==> src/rtl/prot_cfg_pkg.sv <==
package prot_cfg_pkg;

    localparam int ADDR_W = 16;
    localparam int PERM_W = 6;
    localparam int REG_W  = 32;

    typedef struct packed {
        logic [ADDR_W-1:0] size;
        logic [ADDR_W-1:0] base;
    } range_t;

    typedef logic [PERM_W-1:0] perm_t;

    // end of span, one past the last address, in ADDR_W+1 bits
    function automatic logic [ADDR_W:0] span_end(range_t r);
        return {1'b0, r.base} + {1'b0, r.size};
    endfunction

    function automatic logic span_fits(range_t r);
        return span_end(r) <= (ADDR_W+1)'(1 << ADDR_W);
    endfunction

    function automatic logic spans_collide(range_t a, range_t b);
        if (a.size == '0 || b.size == '0) begin
            return 1'b0;
        end
        return ({1'b0, a.base} < span_end(b)) && ({1'b0, b.base} < span_end(a));
    endfunction

endpackage

==> src/rtl/prot_owner_check.sv <==
module prot_owner_check #(
    parameter int NUM_RGN    = 3,
    parameter int OPEN_FIRST = 2,
    parameter int RGN_W      = 2
) (
    input  logic [RGN_W-1:0] rgn,
    input  logic             priv,
    output logic             rgn_ok,
    output logic             allow
);
    localparam int SLOTS = 1 << RGN_W;

    logic [SLOTS-1:0] exists_mask;
    logic [SLOTS-1:0] open_mask;

    for (genvar g = 0; g < SLOTS; g++) begin : g_slot
        if (g < NUM_RGN) begin : g_real
            assign exists_mask[g] = 1'b1;
            assign open_mask[g]   = (g >= OPEN_FIRST);
        end else begin : g_none
            assign exists_mask[g] = 1'b0;
            assign open_mask[g]   = 1'b0;
        end
    end

    assign rgn_ok = exists_mask[rgn];
    assign allow  = rgn_ok && (priv || open_mask[rgn]);

endmodule

==> src/rtl/prot_span_check.sv <==
module prot_span_check
    import prot_cfg_pkg::*;
#(
    parameter int NUM_RGN = 3,
    parameter int RGN_W   = 2
) (
    input  range_t [NUM_RGN-1:0] cur,
    input  logic [RGN_W-1:0]     tgt,
    input  range_t               cand,
    output logic                 fits,
    output logic                 clear
);
    logic [NUM_RGN-1:0] hit;

    for (genvar g = 0; g < NUM_RGN; g++) begin : g_cmp
        assign hit[g] = (tgt != RGN_W'(g)) && spans_collide(cand, cur[g]);
    end

    assign fits  = span_fits(cand);
    assign clear = ~|hit;

endmodule

==> src/rtl/prot_region_cfg.sv <==
module prot_region_cfg
    import prot_cfg_pkg::*;
#(
    parameter int  NUM_RGN    = 3,
    parameter int  OPEN_FIRST = 2,
    localparam int IDX_W      = $clog2(2 * NUM_RGN),
    localparam int RGN_W      = IDX_W - 1
) (
    input  logic                      clk,
    input  logic                      rst_n,
    input  logic                      wr_en,
    input  logic                      wr_priv,
    input  logic [IDX_W-1:0]          wr_idx,
    input  logic [REG_W-1:0]          wr_data,
    input  logic                      rd_en,
    input  logic [IDX_W-1:0]          rd_idx,
    output logic [REG_W-1:0]          rd_data,
    output logic                      wr_err,
    output logic [NUM_RGN*ADDR_W-1:0] rgn_base,
    output logic [NUM_RGN*ADDR_W-1:0] rgn_size,
    output logic [NUM_RGN*PERM_W-1:0] rgn_perm
);
    typedef struct packed {
        range_t [NUM_RGN-1:0] rng;
        perm_t  [NUM_RGN-1:0] perm;
        logic   [REG_W-1:0]   rdata;
        logic                 err;
    } state_t;

    state_t st_d, st_q;

    logic [RGN_W-1:0] wr_rgn, rd_rgn;
    logic             wr_is_pol, rd_is_pol;
    logic             wr_rgn_ok, wr_allow;
    logic             rd_rgn_ok, rd_allow_unused;
    logic             span_fits_w, span_clear_w;
    range_t           cand;

    assign wr_rgn    = wr_idx[IDX_W-1:1];
    assign wr_is_pol = wr_idx[0];
    assign rd_rgn    = rd_idx[IDX_W-1:1];
    assign rd_is_pol = rd_idx[0];
    assign cand      = range_t'(wr_data);

    prot_owner_check #(
        .NUM_RGN    (NUM_RGN),
        .OPEN_FIRST (OPEN_FIRST),
        .RGN_W      (RGN_W)
    ) u_wr_owner (
        .rgn    (wr_rgn),
        .priv   (wr_priv),
        .rgn_ok (wr_rgn_ok),
        .allow  (wr_allow)
    );

    // reads carry no privilege; only the region decode is used
    prot_owner_check #(
        .NUM_RGN    (NUM_RGN),
        .OPEN_FIRST (OPEN_FIRST),
        .RGN_W      (RGN_W)
    ) u_rd_decode (
        .rgn    (rd_rgn),
        .priv   (1'b1),
        .rgn_ok (rd_rgn_ok),
        .allow  (rd_allow_unused)
    );

    prot_span_check #(
        .NUM_RGN (NUM_RGN),
        .RGN_W   (RGN_W)
    ) u_span (
        .cur   (st_q.rng),
        .tgt   (wr_rgn),
        .cand  (cand),
        .fits  (span_fits_w),
        .clear (span_clear_w)
    );

    always_comb begin
        st_d       = st_q;
        st_d.err   = 1'b0;
        st_d.rdata = '0;

        // read sees the registers as they are before this cycle's write
        if (rd_en && rd_rgn_ok) begin
            if (rd_is_pol) begin
                st_d.rdata = REG_W'(st_q.perm[rd_rgn]);
            end else begin
                st_d.rdata = st_q.rng[rd_rgn];
            end
        end

        if (wr_en) begin
            if (!wr_allow) begin
                st_d.err = 1'b1;
            end else if (wr_is_pol) begin
                st_d.perm[wr_rgn] = wr_data[PERM_W-1:0];
            end else if (!span_fits_w || !span_clear_w) begin
                st_d.err = 1'b1;
            end else begin
                st_d.rng[wr_rgn] = cand;
            end
        end
    end

    always_ff @(posedge clk) begin
        if (!rst_n) begin
            st_q <= '0;
        end else begin
            st_q <= st_d;
        end
    end

    for (genvar g = 0; g < NUM_RGN; g++) begin : g_flat
        assign rgn_base[g*ADDR_W +: ADDR_W] = st_q.rng[g].base;
        assign rgn_size[g*ADDR_W +: ADDR_W] = st_q.rng[g].size;
        assign rgn_perm[g*PERM_W +: PERM_W] = st_q.perm[g];
    end

    assign rd_data = st_q.rdata;
    assign wr_err  = st_q.err;

endmodule

==> config.mk <==
export PLATFORM = sky130hd
export DESIGN_NAME = prot_region_cfg
export DESIGN_NICKNAME = d
export VERILOG_FILES = /design/src/rtl/prot_cfg_pkg.sv /design/src/rtl/prot_owner_check.sv /design/src/rtl/prot_span_check.sv /design/src/rtl/prot_region_cfg.sv
export SDC_FILE = /design/constraint.sdc
export NUM_CORES = 1
export LEC_CHECK = 0
export BUFFER_PORTS_ARGS = -buffer_cell sky130_fd_sc_hd__buf_2
export CORE_ASPECT_RATIO = 2
export CORE_MARGIN = 2
export CORE_UTILIZATION = 58
export DETAILED_ROUTE_END_ITERATION = 10
export PLACE_DENSITY = 0.82
export SLEW_MARGIN = 0
export SYNTH_ARGS = -nofsm -noshare
export SYNTH_HDL_FRONTEND = slang
export SYNTH_SLANG_ARGS = --single-unit
==> constraint.sdc <==
create_clock -name clk -period 7.15 [get_ports clk]
set_input_delay 1.43 -clock clk [delete_from_list [all_inputs] [get_ports clk]]
set_output_delay 1.43 -clock clk [all_outputs]
set_load 0.05 [all_outputs]
==> summary.md, run 1 <==
| Metric | Value |
|---|---|
| CTS root buf | clkbuf_16 |
| Via count | 10.58k |
| Ys Warns | 0 |
| Fin. Hold Viols | 0 |
| CP arrival | 6.59 ns |
| Synthesized area | 10,800 um^2 |
| Vias in the first global route | 10.42k |
| Die area | 19,790 um^2 |
| Met3 GRT Util | 0.06241 |
| Period minus WS final | 6.237 ns |
| Clk slew on worst S/H paths | 0.08 ns |
| Slew Limit Headroom | 0.2396 |
| Hold Buf Count CTS | 0 |
| Critical Path Start Type | input pin |
| Die W | 100.5 um |
| Synth Register Bits | 147 |
| Post-Place Cells | 1,617 |
| # port buffers | 189 |
| Synth Area in Adders | 0.1837 |
| CP Max Fanout | 17 |
| Multi-input gate area | 7487 um^2 |
| Initial Util | 0.5897 |
| CP peak stage delay | 0.98 ns |
| Worst path required time | 7.50 ns |
| Post-DP HPWL | 30,070 um |
| Post-synth EDFFs | 0 |
| Die Span Y | 196.9 um |
| WL/cell | 23.78 um |
| # rows | 70 |
| Seq/Total Area, Yosys | 0.2726 |
| Crit path max-delay cell type | nor3_4 |
| Layout cells sized above 1 | 0.1779 |
| GP Congestion | 0.9732 |
| Maximum vdd drop | 188.9 uV |
| DRC viols | 0 |
| Layout Cells excl Fill | 1,649 |
| Setup violators final | 0 |
| Core Area | 18,310 um^2 |
| Commonest non-fill, non-tap cells in the layout | buf_2 (188), nand2_1 (154), ha_1 (148) |
| Most common cell after layout, fill and taps aside | buf_2 |
| CTS tree | done |
| Antenna-violating nets left | 0 |
| Max frequency | 160.3 MHz |
| Status | complete, no violations |
| Setup TNS | 0 ns |
| CTS Sinks | 147 |
| Antenna cells | 0 |
| Met1 GRT Util | 0.3885 |
| Post-layout instance area | 12,440 um^2 |
| Post-Synthesis Cells | 1,245 |
| CP top delay family | compound AO/OA/AOI/OAI gates |
| Worst-Skew Late Latency | 0.44 ns |
| FF/Latch Area | 2943 um^2 |
| I/O pin cnt | 190 |
| GR Util met2 | 0.6925 |
| Largest family of logic cells by synthesized area | adder cells |
| TritonCTS Buffers | 17 |
| Crit Path Category | input pin to register |
| Worst-path cell chain | buf_2 > ha_1 > inv_1 > fa_1 > nor2b_1 > o31a_1 > o22ai_1 > o21ai_0 > a21oi_1 > xor2_1 > ha_1 > o21ai_0 > a21oi_1 > o32a_1 > maj3_1 > o211ai_1 > a31oi_1 > o21ai_1 > nor3_4 > buf_4 > mux2i_1 |
| Buffers and inverters on the worst path | 3 |
| Multiplexer share of the synthesized area | 0.1289 |
| First-pass GRT wire length | 59,000 um |
| Syn Nets | 1,440 |
| Avg Cell Area, Syn | 8.671 um^2 |
| Number of setup buffers added after CTS | 0 |
| H-Tree Depth | 4 |
| Initial antenna violation count | 0 |
| Crit. End Element | register |
| XOR/XNOR Fraction of Synth Area | 0.04126 |
| Number of vias per cell | 6.418 |
| Largest net degree at the start of global routing | 77 |
| FILL cells | 1,532 |
| Synth-to-layout area growth | 15.23% |
| Power Density | 174.2 nW/um^2 |
| Clock buffer depth | 2 |
| Asr flop ratio synth | 0 |
| Final hold slack | 0.5381 ns |
| HP Class | register to register |
| DRT Pass-1 Iters | 7 |
| Wirelength, routed | 39,220 um |
| Post-Synth Simple-Gate Area | 0.1803 |
| Unique masters post-synth | 68 |
| Compound-Gate Fraction of Synth Area | 0.1584 |
| Clock skew | 0.01573 ns |
| RSZ-0062 raised after global routing | no |
| GRT overflow | 0 |
| Initial DRC count | 642 |
| Lkg Pwr | 6.007 nW |
| Util after Layout | 0.6796 |
| Period utilization | 0.8723 |
| Post-CTS Resized | 0 |
| # nets final | 1,615 |
| Total track usage | 0.3994 |
| Main synth FF type | dfxtp_1 |
| DP Area | 11,840 um^2 |
| Worst slew pin tran | 1.137 ns |
| Most Used Layer, Global Route | met2 |
| Slew Limit Fails | 0 |
| Max-cap check violation count | 0 |
==> cell families (layout without fill, tap and decap cells) <==
| logic type | after synthesis | count (layout) |
|---|---|---|
| DFF | 147 | 147 |
| xor gates and xnor gates | 50 | 50 |
| adders and majority gates | 157 | 157 |
| muxes | 139 | 139 |
| buffers and inverters | 71 | 259 |
| and+or+nand+nor | 409 | 409 |
| AOI/OAI and AO/OA | 272 | 272 |
==> report_power, final <==
group	switching [mW]	internal, mW
clock	0.419	0.508
combinational	0.257	0.137
sequential	0.0177	0.828
total	0.694	1.47
==> per-stage QoR <==
stage	setup slack (ns)	power, mW
3_3_place_gp	0.6931	1.240
6_report	0.9130	2.167
2_1_floorplan	1.703	1.125
4_1_cts	0.9821	2.159
3_5_place_dp	0.5801	1.249
5_1_grt	0.5734	2.242
==> state kept, by name, summed over array words and instances, names as in the netlist <==
signal / cells
rgn_perm: 18
wr_err: 1
rd_data: 32
rgn_size: 48
rgn_base: 48
==> final timing paths <==
check                                   from            to  slack (ns)  depth (start not counted)
worst min register to register  rgn_size[41]  rgn_size[41]        0.54                          2
worst max register to register  rgn_base[16]   rgn_base[5]        1.35                         20
worst min-delay path            rgn_size[41]  rgn_size[41]        0.54                          2
worst max-delay path              wr_data[0]   rgn_base[5]        0.91                         21
==> synth_stat cells (18+ instances only) <==
cell | n | area (um^2)
nor4_1 | 18 | 112.6
a21oi_1 | 103 | 515.5
clkbuf_1 | 24 | 90.09
nor2_1 | 101 | 379.1
a21o_1 | 24 | 180.2
inv_1 | 29 | 108.9
dfxtp_1 | 147 | 2943
xnor2_1 | 18 | 157.7
xor2_1 | 31 | 271.5
o21ai_0 | 45 | 225.2
ha_1 | 148 | 1852
nand2_1 | 154 | 578.1
nand3_1 | 21 | 105.1
nor2b_1 | 30 | 187.7
mux2i_1 | 139 | 1391
==> worst reg2reg max path: cells and delay by family (launching register included) <==
family	cells	cell delay, ns
buffers and inverters	1	0.51
adders and majority gates	3	0.98
muxes	1	0.24
DFF	1	0.39
AOI/OAI and AO/OA	10	2.21
and+or+nand+nor	4	1.28
xor gates and xnor gates	1	0.09
==> layer usage <==
metal | wire (um) | vias to the layer above | part of all wire
met4 | 4558 | 0 | 0.12
met5 | 0 | - | 0
li1 | - | 4895 | -
met1 | 12940 | 4932 | 0.33
met2 | 19370 | 539 | 0.49
met3 | 2351 | 218 | 0.060
==> final cells by class <==
class,count,share of cell area
multi-input combinational,1027,0.6019
sequential,147,0.2366
timing repair buffer,198,0.08268
clock buffer,18,0.03530
tap,216,0.02173
clock inverter,14,0.01308
inverter,29,0.008751
No activity file was read; power rests on OpenSTA's default activity.
==> inputs of run 2 (changes only) <==
clock period = 6.5 ns   (was 7.15 ns; I/O delays follow)
==> summary.md, run 2 (same netlist as run 1, synthesis figures left out) <==
| Metric | Value |
|---|---|
| Worst path required time | 6.86 ns (-0.64 ns) |
| CTS root buf | clkbuf_16 |
| Crit Path Category | input pin to register |
| GP Congestion | 0.9862 (+1.3%) |
| Period utilization | 0.8944 |
| RSZ-0062 raised after global routing | no |
| Die area | 19,790 um^2 (unchanged) |
| GR Util met2 | 0.6602 (-0.03231) |
| CTS Sinks | 147 (unchanged) |
| Clk slew on worst S/H paths | 0.07 ns (about the same) |
| Max-cap check violation count | 0 (unchanged) |
| WL/cell | 23.67 um (-0.47%) |
| Die Span Y | 196.9 um (unchanged) |
| Met1 GRT Util | 0.3812 (-0.007333) |
| Layout cells sized above 1 | 0.1773 (-0.0006978) |
| Die W | 100.5 um (unchanged) |
| Antenna-violating nets left | 0 (unchanged) |
| CP Max Fanout | 12 (-5) |
| Via count | 10.66k (+0.74%) |
| Number of vias per cell | 6.466 (+0.74%) |
| Synth-to-layout area growth | 15.18% (about the same) |
| Worst-Skew Late Latency | 0.44 ns (about the same) |
| Setup TNS | 0 ns (unchanged) |
| CP arrival | 6.17 ns (-0.42 ns) |
| Fin. Hold Viols | 0 (unchanged) |
| HP Class | register to register |
| Core Area | 18,310 um^2 (unchanged) |
| Period minus WS final | 5.813 ns |
| Largest net degree at the start of global routing | 77 (unchanged) |
| Lkg Pwr | 5.995 nW (-0.19%) |
| Most Used Layer, Global Route | met2 |
| Slew Limit Fails | 0 (unchanged) |
| Initial antenna violation count | 0 (unchanged) |
| Critical Path Start Type | input pin |
| Max frequency | 172.0 MHz |
| GRT overflow | 0 (unchanged) |
| CTS tree | done |
| Commonest non-fill, non-tap cells in the layout | buf_2 (188), nand2_1 (154), ha_1 (148) |
| First-pass GRT wire length | 58,800 um (-0.34%) |
| Wirelength, routed | 39,030 um (-0.47%) |
| Pre-CTS setup slack | 0.3296 ns (-0.2504 ns) |
| TritonCTS Buffers | 17 (unchanged) |
| Hold Buf Count CTS | 0 (unchanged) |
| Number of setup buffers added after CTS | 0 (unchanged) |
| Slew Limit Headroom | 0.2943 (+0.05467) |
| Worst slew pin tran | 1.055 ns (-0.08221 ns) |
| Final hold slack | 0.5247 ns (-0.01339 ns) |
| Power Density | 188.8 nW/um^2 (+8.4%) |
| Clock buffer depth | 2 (unchanged) |
| # port buffers | 189 (unchanged) |
| CP peak stage delay | 0.90 ns (-0.08 ns) |
| DRT Pass-1 Iters | 5 (-2) |
| # nets final | 1,615 (unchanged) |
| Post-CTS Resized | 0 (unchanged) |
| Clock skew | 0.01338 ns (-0.002351 ns) |
| DRC viols | 0 (unchanged) |
| Setup violators final | 0 (unchanged) |
| DP Area | 11,860 um^2 (+0.21%) |
| Vias in the first global route | 10.50k (+0.72%) |
| Crit path max-delay cell type | nor3_4 |
| Most common cell after layout, fill and taps aside | buf_2 |
| H-Tree Depth | 4 (unchanged) |
| Maximum vdd drop | 184.6 uV (-2.3%) |
| Met3 GRT Util | 0.07376 (+0.01135) |
| Worst-path cell chain | buf_2 > ha_1 > inv_1 > fa_1 > nor2b_1 > o31a_1 > o22ai_1 > o21ai_0 > a21oi_1 > xor2_1 > ha_1 > o21ai_0 > a21oi_1 > o32a_1 > maj3_1 > o211ai_1 > a31oi_1 > o21ai_1 > nor3_4 > buf_4 > mux2i_1 |
| Post-layout instance area | 12,430 um^2 (about the same) |
| Initial Util | 0.5897 (unchanged) |
| Crit. End Element | register |
| # rows | 70 (unchanged) |
| I/O pin cnt | 190 (unchanged) |
| Initial DRC count | 758 (+18%) |
| Antenna cells | 0 (unchanged) |
| Post-DP HPWL | 29,860 um (-0.70%) |
| Setup slack after layout | 0.6866 ns (-0.2265 ns) |
| Total track usage | 0.3963 (-0.003153) |
| Status | complete, no violations |
## run 2: path summary, 6_finish.rpt
check                from            to  slack, ns  cells after the start
max reg2reg  rgn_base[16]   rgn_size[4]       1.04                     20
max            wr_data[0]   rgn_size[4]       0.69                     21
min reg2reg  rgn_size[41]  rgn_size[41]       0.52                      2
min          rgn_size[41]  rgn_size[41]       0.52                      2
## run 2: critical path, delay by kind of cell
kind,cells,cell delay (ns)
AND/OR/NAND/NOR,2,1.07
XOR/XNOR,1,0.33
AO/OA/AOI/OAI,10,1.54
multiplexers,1,0.21
buffers and inverters,3,0.61
adder cells (fa/ha/maj),4,1.12
## run 2: layout make-up
type | count | area, um^2
well taps | 216 | 270.3
multi-input cells | 1027 | 7487
fillers | 1528 | 5871
repair buffers | 198 | 1054
inverters | 29 | 108.9
flip-flops and latches | 147 | 2943
clock buffers | 18 | 429.2
clock inverters | 14 | 142.6
## run 2: stage by stage
stage / power [mW] / utilization / cells
2_1_floorplan: 1.237 / - / 1245
3_3_place_gp: 1.360 / 0.6481 / 1617
3_5_place_dp: 1.371 / 0.6481 / 1617
4_1_cts: 2.339 / 0.6793 / 1649
5_1_grt: 2.418 / 0.6793 / 1649
6_report: 2.348 / 0.6793 / 1649
## run 2: metal layers
layer	share of wire	vias up
met1	0.33	4926
met3	0.064	265
met2	0.48	582
met4	0.13	0
li1	-	4889
met5	0	-
## run 2: where the power goes
group          total (mW)  internal (mW)  switching, mW  leakage, nW
combinational       0.432          0.150          0.282         4.53
sequential          0.931          0.911         0.0197         1.19
clock               0.985          0.540          0.445        0.277
